**src/rtl/ipres_pkg.sv**
```systemverilog
package ipres_pkg;

    typedef enum logic [2:0] {
        OP_ACCEPT   = 3'd0,
        OP_POLL     = 3'd1,
        OP_SET_CPPR = 3'd2,
        OP_SET_IPI  = 3'd3,
        OP_EOI      = 3'd4
    } op_e;

    typedef enum logic [1:0] {
        EV_NONE   = 2'd0,
        EV_REJECT = 2'd1,
        EV_EOI    = 2'd2,
        EV_RESEND = 2'd3
    } ev_e;

endpackage

```
**src/rtl/ipres_judge.sv**
```systemverilog
// Decides whether a candidate may take the single pending slot.
module ipres_judge #(
    parameter int unsigned PRIO_W = 8
) (
    input  logic [PRIO_W-1:0] cand_prio,
    input  logic [PRIO_W-1:0] cppr,
    input  logic              pend_valid,
    input  logic [PRIO_W-1:0] pend_prio,
    output logic              win
);
    always_comb begin
        win = (cand_prio < cppr) && !(pend_valid && (pend_prio <= cand_prio));
    end
endmodule

```
**src/rtl/ipres_strobe.sv**
```systemverilog
// Source-side strobe register with a deferred resend.
module ipres_strobe
    import ipres_pkg::*;
#(
    parameter int unsigned SRC_W = 24
) (
    input  logic             clk,
    input  logic             rst_n,
    input  ev_e              ev_kind,
    input  logic [SRC_W-1:0] ev_src,
    input  logic             resend_req,
    output logic             rej_valid,
    output logic [SRC_W-1:0] rej_src,
    output logic             eoi_valid,
    output logic [SRC_W-1:0] eoi_src,
    output logic             resend_valid
);
    typedef struct packed {
        ev_e              kind;
        logic [SRC_W-1:0] src;
        logic             pend;
    } sb_t;

    sb_t sb_d, sb_q;

    always_comb begin
        sb_d = sb_q;
        if (ev_kind != EV_NONE) begin
            sb_d.kind = ev_kind;
            sb_d.src  = ev_src;
            sb_d.pend = sb_q.pend | resend_req;
        end else if (sb_q.pend || resend_req) begin
            sb_d.kind = EV_RESEND;
            sb_d.src  = '0;
            sb_d.pend = 1'b0;
        end else begin
            sb_d.kind = EV_NONE;
            sb_d.src  = '0;
        end
    end

    always_ff @(posedge clk) begin
        if (!rst_n) begin
            sb_q <= '{kind: EV_NONE, src: '0, pend: 1'b0};
        end else begin
            sb_q <= sb_d;
        end
    end

    assign rej_valid    = (sb_q.kind == EV_REJECT);
    assign eoi_valid    = (sb_q.kind == EV_EOI);
    assign resend_valid = (sb_q.kind == EV_RESEND);
    assign rej_src      = sb_q.src;
    assign eoi_src      = sb_q.src;

    // A resend that was held back must show up as soon as no other strobe is due
    AST_RESEND_RELEASED: assert property (@(posedge clk) disable iff (!rst_n)
        (sb_q.pend && ev_kind == EV_NONE) |=> resend_valid);

endmodule

```
**src/rtl/ipres_top.sv**
```systemverilog
module ipres_top
    import ipres_pkg::*;
#(
    parameter int unsigned SRC_W   = 24,
    parameter int unsigned PRIO_W  = 8,
    parameter int unsigned IPI_SRC = 2
) (
    input  logic                    clk,
    input  logic                    rst_n,
    input  logic                    req_valid,
    input  logic [SRC_W-1:0]        req_src,
    input  logic [PRIO_W-1:0]       req_prio,
    input  logic                    op_valid,
    input  logic [2:0]              op_code,
    input  logic [SRC_W+PRIO_W-1:0] op_data,
    output logic                    rd_valid,
    output logic [SRC_W+PRIO_W-1:0] rd_word,
    output logic [PRIO_W-1:0]       rd_ipi_prio,
    output logic                    irq_out,
    output logic                    rej_valid,
    output logic [SRC_W-1:0]        rej_src,
    output logic                    eoi_valid,
    output logic [SRC_W-1:0]        eoi_src,
    output logic                    resend_valid
);
    localparam int unsigned WORD_W    = SRC_W + PRIO_W;
    localparam int unsigned N_CAND    = 2;   // 0: source request, 1: IPI
    localparam logic [PRIO_W-1:0] PRIO_NONE = {PRIO_W{1'b1}};
    localparam logic [SRC_W-1:0]  IPI_NUM   = SRC_W'(IPI_SRC);

    typedef struct packed {
        logic [PRIO_W-1:0] cppr;
        logic [SRC_W-1:0]  xsrc;
        logic [PRIO_W-1:0] pprio;
        logic [PRIO_W-1:0] ipi_prio;
        logic              ext;      // held source came from outside (not the IPI)
        logic              irq;
        logic              rd_v;
        logic [WORD_W-1:0] rd_w;
        logic [PRIO_W-1:0] rd_m;
    } st_t;

    st_t st_d, st_q;

    logic [PRIO_W-1:0] cand_prio  [N_CAND];
    logic [PRIO_W-1:0] judge_cppr [N_CAND];
    logic [N_CAND-1:0] win;
    logic              pend;
    logic              ipi_fire;
    ev_e               ev_kind;
    logic [SRC_W-1:0]  ev_src;
    logic              resend_req;
    logic [PRIO_W-1:0] op_lo;

    assign pend  = (st_q.xsrc != '0);
    assign op_lo = op_data[PRIO_W-1:0];

    // Candidate priorities and the processor priority each is judged against
    always_comb begin
        cand_prio[0]  = req_prio;
        judge_cppr[0] = st_q.cppr;
        cand_prio[1]  = st_q.ipi_prio;
        judge_cppr[1] = st_q.cppr;
        if (op_valid) begin
            case (op_code)
                OP_SET_IPI:  cand_prio[1]  = op_lo;
                OP_SET_CPPR: judge_cppr[1] = op_lo;
                OP_EOI:      judge_cppr[1] = op_data[WORD_W-1 -: PRIO_W];
                default:     ;
            endcase
        end
    end

    for (genvar g = 0; g < N_CAND; g++) begin : g_judge
        ipres_judge #(
            .PRIO_W (PRIO_W)
        ) i_judge (
            .cand_prio  (cand_prio[g]),
            .cppr       (judge_cppr[g]),
            .pend_valid (pend),
            .pend_prio  (st_q.pprio),
            .win        (win[g])
        );
    end

    always_comb begin
        st_d       = st_q;
        st_d.rd_v  = 1'b0;
        ev_kind    = EV_NONE;
        ev_src     = '0;
        resend_req = 1'b0;
        ipi_fire   = 1'b0;

        if (op_valid) begin
            case (op_code)
                OP_ACCEPT: begin
                    st_d.rd_v  = 1'b1;
                    st_d.rd_w  = {st_q.cppr, st_q.xsrc};
                    st_d.rd_m  = st_q.ipi_prio;
                    st_d.irq   = 1'b0;
                    st_d.cppr  = st_q.pprio;
                    st_d.xsrc  = '0;
                    st_d.pprio = PRIO_NONE;
                    st_d.ext   = 1'b0;
                end
                OP_POLL: begin
                    st_d.rd_v = 1'b1;
                    st_d.rd_w = {st_q.cppr, st_q.xsrc};
                    st_d.rd_m = st_q.ipi_prio;
                end
                OP_SET_CPPR: begin
                    st_d.cppr = op_lo;
                    if (op_lo < st_q.cppr) begin
                        if (pend && (op_lo <= st_q.pprio)) begin
                            st_d.xsrc  = '0;
                            st_d.pprio = PRIO_NONE;
                            st_d.irq   = 1'b0;
                            st_d.ext   = 1'b0;
                            if (st_q.ext) begin
                                ev_kind = EV_REJECT;
                                ev_src  = st_q.xsrc;
                            end
                        end
                    end else if (!pend) begin
                        resend_req = 1'b1;
                        ipi_fire   = win[1];
                    end
                end
                OP_SET_IPI: begin
                    st_d.ipi_prio = op_lo;
                    ipi_fire      = win[1];
                end
                OP_EOI: begin
                    st_d.cppr = op_data[WORD_W-1 -: PRIO_W];
                    ev_kind   = EV_EOI;
                    ev_src    = op_data[SRC_W-1:0];
                    if (!pend) begin
                        resend_req = 1'b1;
                        ipi_fire   = win[1];
                    end
                end
                default: ;
            endcase

            if (ipi_fire) begin
                if (pend && st_q.ext) begin
                    ev_kind = EV_REJECT;
                    ev_src  = st_q.xsrc;
                end
                st_d.xsrc  = IPI_NUM;
                st_d.pprio = cand_prio[1];
                st_d.ext   = 1'b0;
                st_d.irq   = 1'b1;
            end
        end else if (req_valid) begin
            if (!win[0]) begin
                ev_kind = EV_REJECT;
                ev_src  = req_src;
            end else begin
                if (pend && st_q.ext) begin
                    ev_kind = EV_REJECT;
                    ev_src  = st_q.xsrc;
                end
                st_d.xsrc  = req_src;
                st_d.pprio = req_prio;
                st_d.ext   = 1'b1;
                st_d.irq   = 1'b1;
            end
        end
    end

    always_ff @(posedge clk) begin
        if (!rst_n) begin
            st_q <= '{cppr: '0, xsrc: '0, pprio: PRIO_NONE, ipi_prio: PRIO_NONE,
                      ext: 1'b0, irq: 1'b0, rd_v: 1'b0, rd_w: '0, rd_m: '0};
        end else begin
            st_q <= st_d;
        end
    end

    ipres_strobe #(
        .SRC_W (SRC_W)
    ) i_strobe (
        .clk          (clk),
        .rst_n        (rst_n),
        .ev_kind      (ev_kind),
        .ev_src       (ev_src),
        .resend_req   (resend_req),
        .rej_valid    (rej_valid),
        .rej_src      (rej_src),
        .eoi_valid    (eoi_valid),
        .eoi_src      (eoi_src),
        .resend_valid (resend_valid)
    );

    assign rd_valid    = st_q.rd_v;
    assign rd_word     = st_q.rd_w;
    assign rd_ipi_prio = st_q.rd_m;
    assign irq_out     = st_q.irq;

    AST_LINE_TRACKS_SLOT: assert property (@(posedge clk) disable iff (!rst_n)
        irq_out == (st_q.xsrc != '0));

    AST_WEAK_REQ_REJECTED: assert property (@(posedge clk) disable iff (!rst_n)
        (req_valid && !op_valid && req_prio >= st_q.cppr)
        |=> (rej_valid && rej_src == $past(req_src)));

    AST_ACCEPT_DROPS_LINE: assert property (@(posedge clk) disable iff (!rst_n)
        (op_valid && op_code == OP_ACCEPT) |=> (!irq_out && rd_valid));

    AST_POLL_KEEPS_STATE: assert property (@(posedge clk) disable iff (!rst_n)
        (op_valid && op_code == OP_POLL)
        |=> ($stable(st_q.cppr) && $stable(st_q.xsrc) && $stable(st_q.pprio)
             && $stable(st_q.ipi_prio) && $stable(irq_out)));

    AST_EOI_FORWARDED: assert property (@(posedge clk) disable iff (!rst_n)
        (op_valid && op_code == OP_EOI)
        |=> (eoi_valid && eoi_src == $past(op_data[SRC_W-1:0])));

endmodule

```
**config.mk**
```make
export PLATFORM = sky130hd
export DESIGN_NAME = ipres_top
export DESIGN_NICKNAME = d
export VERILOG_FILES = /design/src/rtl/ipres_pkg.sv /design/src/rtl/ipres_judge.sv /design/src/rtl/ipres_strobe.sv /design/src/rtl/ipres_top.sv
export SDC_FILE = /design/constraint.sdc
export NUM_CORES = 1
export LEC_CHECK = 0
export BUFFER_PORTS_ARGS = -buffer_cell sky130_fd_sc_hd__buf_2
export CAP_MARGIN = 20
export CORE_UTILIZATION = 30
export CTS_BUF_LIST = sky130_fd_sc_hd__clkbuf_16
export DETAILED_ROUTE_END_ITERATION = 8
export GPL_TIMING_DRIVEN = 0
export SETUP_SLACK_MARGIN = 0.3
export SLEW_MARGIN = 0
export SYNTH_ARGS = -nofsm -noshare
export SYNTH_HDL_FRONTEND = slang
export SYNTH_SLANG_ARGS = --single-unit
```
**constraint.sdc**
```tcl
create_clock -name clk -period 4.81 [get_ports clk]
set_clock_uncertainty 0.15 [all_clocks]
set_input_delay 0.962 -clock clk [delete_from_list [all_inputs] [get_ports clk]]
set_output_delay 0.962 -clock clk [all_outputs]
set_load 0.01 [all_outputs]
```
# After elaboration in Yosys (flattened, before gate mapping)
# Index checks and enable logic that the tools add are counted.
# totals
reg_bits,118
in_bits,71
output_inout_bits,93
elab_cells,101
# op_classes
magnitude_cmp,6
n_eq_ne,10
n_mux,51
bitwise_logic,1
reduce_logical,21
# op_table
op,count
two-way mux 24 bit,9
two-way mux 32 bit,6
case mux 32 bit (2 select lines),1
case mux 24 bit (2 select lines),1
two-way mux 41 bit,1
two-way mux 27 bit,1
two-way mux 26 bit,1
less-or-equal comparator 8 bit,3
less-than comparator 8 bit,3
two-way mux 8 bit,3
case mux 8 bit (3 select lines),1
nonzero test 24 bit,1
two-way mux 2 bit,9
case mux 8 bit (2 select lines),1
two-way mux 1 bit,13
"inequality test 4 bit, second input constant",2
case mux 2 bit (2 select lines),2
nonzero test 2 bit,4
"== test 3 x 2 -> 1 bit, second input constant",2
logical AND 1 bit,6
AND reduction 2 bit,3
AND reduction 5 bit,1
"== test 2 bit, second input constant",2
"inequality test 4 x 1 -> 1 bit, second input constant",1
other kinds (11),12

# Logic depth before layout (Yosys ltp)
# logic_depth
ltp_word,15
ltp_mapped,16
mapped_depth_nobuf,13

# Cells and area by module
# From an unflattened synthesis, not the netlist that was laid out.
# unflattened
hier_cells,874
hier_area_um2,7201.9
# by_module_without_submodules
mod,instances,cells_each,area_each_um2,seq_area_each_um2
ipres_top,1,655,5235.0,1821.7
ipres_strobe,1,113,1186.1,540.5
ipres_judge,2,53,390.4,0.0

# Least setup slack after synthesis
# No wires, ideal clock.
# synth_timing
path_kind,input port to flip-flop
start,input op_code[0]
end,"register i_strobe.sb_q, in the netlist i_strobe.eoi_src[13]"
setup_time_ps,74
t_arrival_ps,4109
t_required_ps,4586
setup_slack_ps,477
path_stages,15
path_buffers,3
cell_sequence,buf_4 nand2b_1 nor2_1 clkbuf_1 nor2_1 a21oi_1 ha_1 a21o_1 a221o_1 a221oi_4 a22oi_2 a311oi_4 o31ai_4 buf_6 a31oi_4
# synth_via
elab_chain_cells,15
word_cells_on_any_way,26
classes_between,2 x order compare; 3 x eq/ne; 17 x mux; 4 x reduce/logical
# synth_lines
item,line_no,source
start: declaration,ipres_top.sv:14,"input logic [2:0] op_code,"
== test 3 x 2 -> 1 bit,"ipres_top.sv:65, ipres_top.sv:95",
two-way mux 8 bit,ipres_top.sv:65,case (op_code)
two-way mux 8 bit,ipres_top.sv:64,if (op_valid) begin
less-or-equal comparator 8 bit,ipres_judge.sv:12,win = (cand_prio < cppr) && !(pend_valid && (pend_prio <= cand_prio));
logical AND 1 bit,ipres_judge.sv:12,
zero test 1 bit,ipres_judge.sv:12,
logical AND 1 bit,ipres_judge.sv:12,
two-way mux 1 bit,"ipres_top.sv:124, ipres_top.sv:137",
two-way mux 1 bit,ipres_top.sv:113,if (op_lo < st_q.cppr) begin
case mux 1 bit (3 select lines),ipres_top.sv:95,case (op_code)
two-way mux 1 bit,ipres_top.sv:94,if (op_valid) begin
two-way mux 2 bit,ipres_top.sv:145,if (ipi_fire) begin
two-way mux 2 bit,ipres_top.sv:94,
nonzero test 2 bit,ipres_strobe.sv:28,if (ev_kind != EV_NONE) begin
two-way mux 27 bit (*),ipres_strobe.sv:28,
end signal: assignment,ipres_strobe.sv:44,"sb_q <= '{kind: EV_NONE, src: '0, pend: 1'b0};"
end: declaration,ipres_strobe.sv:24,"sb_t sb_d, sb_q;"
# Mark *: on every way between the ends. The rest lies on a longest branch, timed or not. The select of a mux whose other input is x is not followed.
# A chain may end at the register's enable or synchronous reset.

# Worst setup path in the final report
# layout_timing
start,input op_code[2]
end,"register i_strobe.sb_q, in the netlist i_strobe.eoi_src[3]"
# The elaborated chain is that of the path after synthesis.

==> run summary <==
===============================================================================================
Cell with the most instances after synthesis ..................................... sky130_fd_sc_hd__nand2_1
Chip Height ......................................................................       154 µm
Run status ....................................................................... complete, no violations
Post-CTS Hold Fix Bufs ...........................................................            0
TritonCTS buffer count ...........................................................           17
Highest metal layer with signal wires ............................................         met4
Leakage power ....................................................................   0.00408 µW
RePlAce Congestion ...............................................................        0.882
Sum of routed wire length over all layers ........................................    22,900 µm
Maximum capacitance violations ...................................................            0
Netlist area before placement ....................................................  0.00696 mm²
Total Power Consumption ..........................................................      2750 µW
Critical path capture point type .................................................    flip-flop
Remaining Overflow, GRT ..........................................................            0
Met2 wire len ....................................................................    10,800 µm
Number of iterations in the first detailed-routing pass ..........................            6
Average wire per cell in the routed design .......................................      17.5 µm
Synthesis-to-layout area growth ..................................................        25.8%
Port-buffer cells ................................................................          162
Synthesized net count ............................................................          937
Data required time at the worst endpoint .........................................      5.00 ns
Met3 wire length .................................................................      1380 µm
Final layout net count ...........................................................        1,123
Die area .........................................................................   0.0238 mm²
Layout fillers ...................................................................        2,401
Share of flip-flops with an asynchronous set or reset after synthesis ............           0%
IO Count .........................................................................          164
Unrepaired setup endpoints after global routing ..................................           no
Layout Cell Area excl Fill .......................................................  0.00875 mm²
Clk sinks ........................................................................          118
Pwr dens .........................................................................   314 mW/mm²
Dominant register cell in the synthesized netlist ................................ sky130_fd_sc_hd__dfxtp_1
Worst skew pair latency ..........................................................      0.42 ns
1st-iter DRT viols ...............................................................          424
Worst-path maximum fanout ........................................................           10
Largest voltage drop on the vdd net ..............................................   0.000232 V
Worst setup slack for register-to-register paths .................................      1.07 ns
Placed cell areas ................................................................  0.00812 mm²
Gate count of the mapped netlist .................................................          823
Final Slew Violations ............................................................            0
Via-per-instance ratio ...........................................................         4.98
Clock input transition at the sequential cells of the worst setup and hold paths .      0.06 ns
Post-route worst setup slack .....................................................     0.567 ns
Root Driver ...................................................................... sky130_fd_sc_hd__clkbuf_16
Cell type with the highest aggregate area in the netlist ......................... sky130_fd_sc_hd__dfxtp_1
Worst Max-Slew Pin Slew ..........................................................     0.918 ns
Number of vias in the routed layout ..............................................        6,508
Share of final-layout standard cells stronger than drive strength 1 ..............        32.2%
Kind of launch point of the worst setup path .....................................    input pin
Slew headroom ....................................................................        38.6%
Pre-CTS setup slack ..............................................................    -0.339 ns
Placeable core region ............................................................   0.0227 mm²
Vias in the first global route ...................................................        6,105
Cell types with the highest counts after synthesis ............................... sky130_fd_sc_hd__nand2_1 (128), sky130_fd_sc_hd__dfxtp_1 (118), sky130_fd_sc_hd__buf_4 (92)
Wire length of the first global-routing pass .....................................    34,600 µm
Die Span X .......................................................................       154 µm
Post-synthesis register bit count ................................................          118
Area contributors post-synth ..................................................... sky130_fd_sc_hd__dfxtp_1 (34%), sky130_fd_sc_hd__buf_4 (9.9%), sky130_fd_sc_hd__ha_1 (7.7%), sky130_fd_sc_hd__nand2_1 (6.9%), sky130_fd_sc_hd__a21oi_1 (5.8%)
Initial antenna violation count ..................................................            1
Worst path arrival time ..........................................................      4.44 ns
Number of enable-type register cells in the synthesized netlist ..................            0
Avg Synthesized Cell Area ........................................................     8.45 µm²
Clock tree from TritonCTS ........................................................         done
H-tree depth reported by CTS .....................................................            4
Final sum of negative setup slack ................................................         0 ns
Crit share post-route ............................................................        88.2%
Critical path type ...............................................................       in2reg
Met1 routed wirelength after detailed routing ....................................    10,200 µm
Row count ........................................................................           55
Number of setup violations in the final report ...................................            0
DRT antenna net count ............................................................            0
Timing-limited maximum frequency .................................................      236 MHz
Sequential share of the synthesized area .........................................        34.0%
Library cells used by synthesis ..................................................           63
Clock buffer depth ...............................................................            2
Top cell type's share of synthesized area ........................................        34.0%
Half-perimeter wire length of the detailed placement result ......................    17,800 µm
Maximum number of pins on one net before global-route repair .....................           17
Initial Util .....................................................................        30.6%
Number of warnings reported in the yosys synthesis log ...........................            0
Hold Path Class ..................................................................      reg2reg
Post-layout min period ...........................................................      4.24 ns
Hold violation count in the final report .........................................            0
Residual DRC .....................................................................            0
Overall routing resource usage ...................................................        19.3%
===============================================================================================
-- report_power, final --
group          switching [µW]  internal [µW]
logic                     269            173
registers                30.0           1010
clock network             509            764
-- kinds of logic after synthesis --
group / synth area share (%)
and+or+nand+nor: 14.7
adders and majority gates: 7.73
DFF: 34.0
muxes: 3.78
AOI/OAI and AO/OA: 23.5
xor gates and xnor gates: 0.378
buffers and inverters: 15.9
-- path summary, 6_finish.rpt --
kind,startpoint,to,cells past startpoint
setup / recovery,op_code[2],i_strobe.eoi_src[3],15
hold / removal,st_q[44],rd_ipi_prio[1],2
setup reg to reg,st_q[80],st_q[74],9
hold reg to reg,st_q[44],rd_ipi_prio[1],2
-- cells in the final DEF, fill, tap and decap left out, drive strengths merged, types with 2 or more instances in the layout --
| master | count |
|---|---|
| buf | 276 |
| nand2 | 128 |
| dfxtp | 118 |
| a21oi | 83 |
| inv | 61 |
| nor2 | 45 |
| ha | 43 |
| clkbuf | 40 |
| mux2i | 25 |
| a22o | 23 |
| o21ai | 18 |
| a22oi | 18 |
| a222oi | 13 |
| nor2b | 11 |
| a31oi | 11 |
| o211ai | 10 |
| and3 | 9 |
| nor4 | 7 |
| a211oi | 6 |
| nand3 | 6 |
| a21o | 6 |
| a221oi | 6 |
| nand2b | 5 |
| nor3 | 5 |
| and2 | 4 |
| nand4 | 4 |
| clkinvlp | 4 |
| nand3b | 4 |
| clkinv | 4 |
| a2bb2oi | 3 |
| o2111ai | 3 |
| xnor2 | 2 |
| a41oi | 2 |
| o21a | 2 |
| a2111oi | 2 |
| bufinv | 2 |
-- through the flow --
stage	util (%)	std cells	hold WS [ns]
after floorplan	-	823	0.282
after global placement	35.8	1270	0.294
after detailed placement	35.8	1270	0.299
after CTS	38.4	1305	0.307
after global routing	38.6	1308	0.324
final	38.6	1308	0.299
-- critical path, cell delays in order --
cell	delay, ns
sky130_fd_sc_hd__buf_2	0.15
sky130_fd_sc_hd__buf_2	0.24
sky130_fd_sc_hd__nor2b_2	0.37
sky130_fd_sc_hd__a22oi_1	0.11
sky130_fd_sc_hd__nor2_1	0.15
sky130_fd_sc_hd__a21oi_1	0.11
sky130_fd_sc_hd__ha_1	0.32
sky130_fd_sc_hd__a21o_1	0.18
sky130_fd_sc_hd__a221o_1	0.39
sky130_fd_sc_hd__a221oi_4	0.37
sky130_fd_sc_hd__a22oi_2	0.13
sky130_fd_sc_hd__a311oi_4	0.33
sky130_fd_sc_hd__o31ai_4	0.20
sky130_fd_sc_hd__buf_6	0.25
sky130_fd_sc_hd__a31oi_4	0.17
-- cell type report --
class	count	area [µm²]	share of cell area [%]
Multi-Input combinational cell	517	3500	40.0
Sequential cell	118	2360	27.0
Buffer	132	896	10.2
Timing Repair Buffer	167	848	9.69
Clock buffer	17	425	4.86
Tap cell	285	357	4.07
Inverter	56	210	2.40
Clock inverter	15	154	1.76
Antenna cell	1	2.50	0.0286
-- timing repair --
item	in CTS	in global routing
pin swaps	1	0
endpoints found under the setup margin	48	59
resized for setup	2	3
cloned	0	0
buffers inserted	3	2
endpoints found under the hold margin	0	0
-- flip-flops by register name (all words and copies together), names as in the netlist --
register / count
rd_word: 32
i_strobe.sb_q: 3
rd_valid: 1
i_strobe.eoi_src: 24
rd_ipi_prio: 8
st_q: 41
irq_out: 1
judge_cppr: 8
-- metal layers --
layer | up-vias | GRT usage, %
met1 | 3073 | 24.9
met2 | 222 | 32.2
met3 | 37 | 3.64
met4 | 0 | 6.65
li1 | 3176 | -
met5 | - | 0
No activity file was read; power rests on OpenSTA's default activity.
